===== src/rtl/ram_arb_pkg.sv =====
package ram_arb_pkg;

    localparam int NUM_MAIN = 3;
    localparam int NUM_ENG  = 2;

    localparam int MAIN_DBG = 0;
    localparam int MAIN_DMA = 1;
    localparam int MAIN_CPU = 2;
    localparam int ENG_A    = 0;
    localparam int ENG_B    = 1;

    typedef enum logic [1:0] {
        MB_IDLE,
        MB_DBG,
        MB_DMA,
        MB_CPU
    } mb_state_t;

    typedef enum logic [1:0] {
        DP_IDLE,
        DP_ENGA,
        DP_ENGB
    } dp_state_t;

    function automatic logic [NUM_MAIN-1:0] mb_decode(mb_state_t s);
        logic [NUM_MAIN-1:0] v;
        v = '0;
        unique case (s)
            MB_IDLE: v = '0;
            MB_DBG:  v[MAIN_DBG] = 1'b1;
            MB_DMA:  v[MAIN_DMA] = 1'b1;
            MB_CPU:  v[MAIN_CPU] = 1'b1;
            default: v = '0;
        endcase
        return v;
    endfunction

    function automatic logic [NUM_ENG-1:0] dp_decode(dp_state_t s);
        logic [NUM_ENG-1:0] v;
        v = '0;
        unique case (s)
            DP_IDLE: v = '0;
            DP_ENGA: v[ENG_A] = 1'b1;
            DP_ENGB: v[ENG_B] = 1'b1;
            default: v = '0;
        endcase
        return v;
    endfunction

endpackage


===== src/rtl/ram_region_cmp.sv =====
module ram_region_cmp #(
    parameter int ADDR_W   = 18,
    parameter int REGION_W = 14
) (
    input  logic [ADDR_W-1:0] addr_a,
    input  logic [ADDR_W-1:0] addr_b,
    output logic              same
);
    logic [ADDR_W-1:0] diff;

    // Bits below REGION_W are shifted away; only region bits are compared.
    assign diff = (addr_a ^ addr_b) >> REGION_W;
    assign same = (diff == '0);
endmodule


===== src/rtl/ram_main_fsm.sv =====
module ram_main_fsm
    import ram_arb_pkg::*;
(
    input  logic                clk,
    input  logic                rst_n,
    input  logic [NUM_MAIN-1:0] req,
    output logic [NUM_MAIN-1:0] win,
    output logic [NUM_MAIN-1:0] gnt,
    output logic [NUM_MAIN-1:0] wait_o
);
    mb_state_t           state_q, state_d;
    logic [NUM_MAIN-1:0] elig;
    logic [NUM_MAIN-1:0] wait_q;

    // State register
    always_ff @(posedge clk or negedge rst_n) begin
        if (!rst_n) begin
            state_q <= MB_IDLE;
            wait_q  <= '0;
        end else begin
            state_q <= state_d;
            wait_q  <= req & ~gnt & ~win;
        end
    end

    // Next state: the requester granted in this cycle is masked
    always_comb begin
        elig = req & ~gnt;
        unique case (state_q)
            MB_IDLE, MB_DBG, MB_DMA, MB_CPU: begin
                if (elig[MAIN_DBG])      state_d = MB_DBG;
                else if (elig[MAIN_DMA]) state_d = MB_DMA;
                else if (elig[MAIN_CPU]) state_d = MB_CPU;
                else                     state_d = MB_IDLE;
            end
            default: state_d = MB_IDLE;
        endcase
    end

    // Outputs
    always_comb begin
        gnt    = mb_decode(state_q);
        win    = mb_decode(state_d);
        wait_o = wait_q;
    end
endmodule


===== src/rtl/ram_eng_fsm.sv =====
module ram_eng_fsm
    import ram_arb_pkg::*;
(
    input  logic               clk,
    input  logic               rst_n,
    input  logic [NUM_ENG-1:0] req,
    input  logic [NUM_ENG-1:0] clash,
    output logic [NUM_ENG-1:0] gnt,
    output logic [NUM_ENG-1:0] wait_o
);
    dp_state_t          state_q, state_d;
    logic [NUM_ENG-1:0] elig;
    logic [NUM_ENG-1:0] win;
    logic [NUM_ENG-1:0] wait_q;

    // State register
    always_ff @(posedge clk or negedge rst_n) begin
        if (!rst_n) begin
            state_q <= DP_IDLE;
            wait_q  <= '0;
        end else begin
            state_q <= state_d;
            wait_q  <= req & ~gnt & ~win;
        end
    end

    // Next state: an engine that clashes with the main-bus winner is skipped
    always_comb begin
        elig = req & ~gnt & ~clash;
        unique case (state_q)
            DP_IDLE, DP_ENGA, DP_ENGB: begin
                if (elig[ENG_A])      state_d = DP_ENGA;
                else if (elig[ENG_B]) state_d = DP_ENGB;
                else                  state_d = DP_IDLE;
            end
            default: state_d = DP_IDLE;
        endcase
    end

    // Outputs
    always_comb begin
        gnt    = dp_decode(state_q);
        win    = dp_decode(state_d);
        wait_o = wait_q;
    end
endmodule


===== src/rtl/ram_region_arb.sv =====
module ram_region_arb
    import ram_arb_pkg::*;
#(
    parameter int ADDR_W   = 18,
    parameter int REGION_W = 14
) (
    input  logic                       clk,
    input  logic                       rst_n,
    input  logic [NUM_MAIN-1:0]        m_req,
    input  logic [NUM_MAIN*ADDR_W-1:0] m_addr,
    output logic [NUM_MAIN-1:0]        m_gnt,
    output logic [NUM_MAIN-1:0]        m_wait,
    input  logic [NUM_ENG-1:0]         e_req,
    input  logic [NUM_ENG*ADDR_W-1:0]  e_addr,
    output logic [NUM_ENG-1:0]         e_gnt,
    output logic [NUM_ENG-1:0]         e_wait
);
    logic [NUM_MAIN-1:0] m_win;
    logic [ADDR_W-1:0]   win_addr;
    logic                main_busy;
    logic [NUM_ENG-1:0]  same_rgn;
    logic [NUM_ENG-1:0]  clash;

    ram_main_fsm u_main (
        .clk    (clk),
        .rst_n  (rst_n),
        .req    (m_req),
        .win    (m_win),
        .gnt    (m_gnt),
        .wait_o (m_wait)
    );

    // Address of the master that will own the main bus next cycle
    always_comb begin
        win_addr = '0;
        for (int i = 0; i < NUM_MAIN; i++) begin
            if (m_win[i]) win_addr = m_addr[i*ADDR_W +: ADDR_W];
        end
    end

    assign main_busy = |m_win;

    for (genvar j = 0; j < NUM_ENG; j++) begin : g_cmp
        ram_region_cmp #(
            .ADDR_W   (ADDR_W),
            .REGION_W (REGION_W)
        ) u_cmp (
            .addr_a (win_addr),
            .addr_b (e_addr[j*ADDR_W +: ADDR_W]),
            .same   (same_rgn[j])
        );
        assign clash[j] = main_busy & same_rgn[j];
    end

    ram_eng_fsm u_eng (
        .clk    (clk),
        .rst_n  (rst_n),
        .req    (e_req),
        .clash  (clash),
        .gnt    (e_gnt),
        .wait_o (e_wait)
    );
endmodule


===== config.mk =====
export PLATFORM = sky130hd
export DESIGN_NAME = ram_region_arb
export DESIGN_NICKNAME = d
export VERILOG_FILES = /design/src/rtl/ram_arb_pkg.sv /design/src/rtl/ram_region_cmp.sv /design/src/rtl/ram_main_fsm.sv /design/src/rtl/ram_eng_fsm.sv /design/src/rtl/ram_region_arb.sv
export SDC_FILE = /design/constraint.sdc
export NUM_CORES = 1
export LEC_CHECK = 0
export CORE_ASPECT_RATIO = 1.4
export CORE_UTILIZATION = 22
export DETAILED_ROUTE_END_ITERATION = 16
export PLACE_DENSITY = 0.8
export RECOVER_POWER = 100
export SLEW_MARGIN = 20
export SYNTH_ARGS = -nofsm -noshare
export SYNTH_HDL_FRONTEND = slang
export SYNTH_SLANG_ARGS = --single-unit

===== constraint.sdc =====
create_clock -name clk -period 2.2 [get_ports clk]
set_clock_uncertainty 0.05 [all_clocks]
set_input_delay 0.44 -clock clk [delete_from_list [all_inputs] [get_ports clk]]
set_output_delay 0.44 -clock clk [all_outputs]
set_load 0.02 [all_outputs]

==> impl_metrics.py <==
metrics = {
    "setup_path": {
        "crit_slowest_cell": "dlygate4sd3_1",
        "worst-setup-path-type": "reg -> out",
        "worstPathBufferInverterCount": 2,
        "cp_cell_sequence": "nand2b_4 > inv_4 > dlygate4sd3_1",
        "crit_required_ps": 1710,
        "endpoint_kind": "output pin",
        "crit_path_max_incr_delay_ps": 680,
        "path_max_fanout": 9,
        "startpoint_type": "flip-flop",
        "arrival_ps": 1620,
        "critical-path-top-delay-family": "buffers and inverters",
        "critPathLaunch": "u_main.state_q[1]",
        "timing.rr.start": "u_main.state_q[1]",
    },
    "sta": {
        "hold_viol_final": 0,
        "min_period_over_period_pct": 95.8,
        "post-route-worst-setup-slack_ps": 92.2,
        "setup_viol": 0,
        "period_minus_slack_ps": 2110,
        "slew_violations": 0,
        "whs_ps": 525,
        "tns_ps": 0,
        "clock.fmax_mhz": 474,
    },
    "synthesis": {
        "syn_area_per_cell_um2": 9.47,
        "ys_async_sr_fraction_pct": 100,
        "ys_seq_area_share_pct": 34.0,
        "muxShareOfSynthArea_pct": 2.26,
        "synthAdderAreaFrac_pct": 0,
        "synthTopCellsByArea": "dfrtp_1 34%, xnor2_1 5.3%, xnor2_2 4.9%, a32o_2 3.4%, o21ai_0 3.0%",
        "synth-edff-count": 0,
        "synthCells": 70,
        "netlist.area_leader.share_pct": 34.0,
        "syn_area_um2": 663,
        "synth_compound_area_share_pct": 25.3,
        "synth_area_leader_cell": "dfrtp_1",
        "synth_cell_types": 38,
        "synth_flop_cell": "dfrtp_1",
        "yosys_warnings": 0,
        "ys_ff_latch": 9,
        "synth_top_family_by_area": "compound AO/OA/AOI/OAI gates",
        "yosys.area_share.xor_xnor_pct": 10.2,
        "syn_nets": 167,
        "synth-simple-area-share_pct": 24.3,
    },
    "drt": {
        "dr_total_vias": 727,
        "first_iter_violations": 8,
        "first_pass_iters": 4,
        "route.detailed.drc": 0,
        "final_antenna_net_count": 0,
        "vias_per_cell": 4.72,
        "drt-total-wl_mm": 1.88,
        "wire_per_inst_um": 12.2,
    },
    "clock_network": {
        "root_buffer": "clkbuf_8",
        "htreeDepth": 1,
        "cts_hold_buf": 0,
        "cts_tree": "done",
        "cts.clk_slew.worst_paths_ps": 40,
        "worstSkewPairLatency_ps": 220,
        "cts_setup_buffers": 0,
        "clockBufferDepth": 2,
        "numCtsBuffers": 3,
        "clock-sinks": 9,
    },
    "final_layout": {
        "area_growth_pct": 82.8,
        "n_antenna_cell": 0,
        "design_area_um2": 1210,
        "final_util_pct": 42.1,
        "final_common_cell": "clkdlybuf4s50_1",
        "instances_no_fill": 154,
        "num-nets-final": 215,
        "final_cell_mix": "22 x clkdlybuf4s50_1, 11 x dlygate4sd3_1, 7 x buf_4, 7 x dfrtp_1",
        "drive_above_1_share_pct": 27.4,
        "n_fill_cell": 301,
    },
    "global_route": {
        "grt_pass1_wl_mm": 3.24,
        "grt_max_degree": 10,
        "antenna_found_initial": 0,
        "overflow": 0,
        "grt_pass1_vias": 787,
        "grt.total_usage_pct": 13.2,
    },
    "floorplan": {
        "die_area_um2": 3240,
        "die_w_um": 48.4,
        "ios": 107,
        "fp.dieH_um": 67.0,
        "initial_core_util_pct": 23.0,
        "core_area_um2": 2880,
        "row_count": 23,
    },
    "power": {
        "p_leak_nw": 0.532,
        "finalPower_uw": 736,
        "irDropWorstVdd_mv": 0.253,
        "p_per_area_nw_per_um2": 607,
    },
    "run_status": {
        "status": "complete, no violations",
    },
    "placed_design": {
        "gp_congestion": 0.793,
        "place_ws_ps": -414,
        "dp.cells": 150,
        "postPlaceCellArea_um2": 1120,
        "io_buffers": 36,
        "place_hpwl_mm": 1.54,
    },
    "flow_run": {
        "maxCapViolCount": 0,
    },
    "min_path": {
        "hold_path_class": "in -> async",
    },
}
## sequential cells by signal (all words and copies together), names as in the netlist
name and count:
u_eng.wait_o 2, u_eng.state_q 2, u_main.state_q 2, u_main.wait_o 3
## metal layers
layer	GRT usage [%]	wire [um]	vias to the layer above
li1	-	-	359
met1	12.4	701	331
met5	0	0	-
met2	26.4	1020	33
met4	5.88	27	0
met3	3.42	125	4
## path summary, 6_finish.rpt
kind / endpoint / slack (ps) / depth (start not counted)
hold reg to reg: u_eng.wait_o[0] / 540 / 2
setup reg to reg: u_eng.state_q[1] / 150 / 8
min in group clk: u_eng.wait_o[0] / 540 / 2
hold / removal: u_main.wait_o[1] / 530 / 1
max in group asynchronous: u_main.state_q[1] / 1280 / 1
setup / recovery: m_gnt[0] / 90 / 3
## cells by family after synthesis
logic type,count (synthesis)
compound gates,23
xor+xnor,6
buf+inv,5
flops,9
mux,1
other cells,1
simple gates,25
## timing repair
action | in CTS | in global routing
endpoints found under the setup margin | 4 | 3
pin swaps | 0 | 6
resized for setup | 6 | 8
## synthesized netlist by cell type (2+ instances only)
library cell	instances
nand2b_1	2
nand4_1	2
and3_1	2
nand2_1	4
dfrtp_1	9
inv_1	2
a22oi_1	2
a21oi_1	3
o21ai_0	4
nor2_1	2
xnor2_1	4
a21boi_1	2
xnor2_2	2
or3_1	3
a32o_2	2
o2bb2ai_1	2
o31ai_1	2
## final cells by class
| cell class | instances | area [um2] | area share, % |
|---|---|---|---|
| Clock buffer | 4 | 45.0 | 3.72 |
| Inverter | 4 | 17.5 | 1.44 |
| Multi-Input combinational cell | 56 | 458 | 37.8 |
| Sequential cell | 9 | 228 | 18.8 |
| Tap cell | 37 | 46.3 | 3.82 |
| Timing Repair Buffer | 44 | 418 | 34.5 |
## power by group
part | internal (mW) | switching, mW
combinational | 0.189 | 0.155
clock | 0.125 | 0.0563
sequential | 0.188 | 0.0218
No activity file was read; power rests on OpenSTA's default activity.
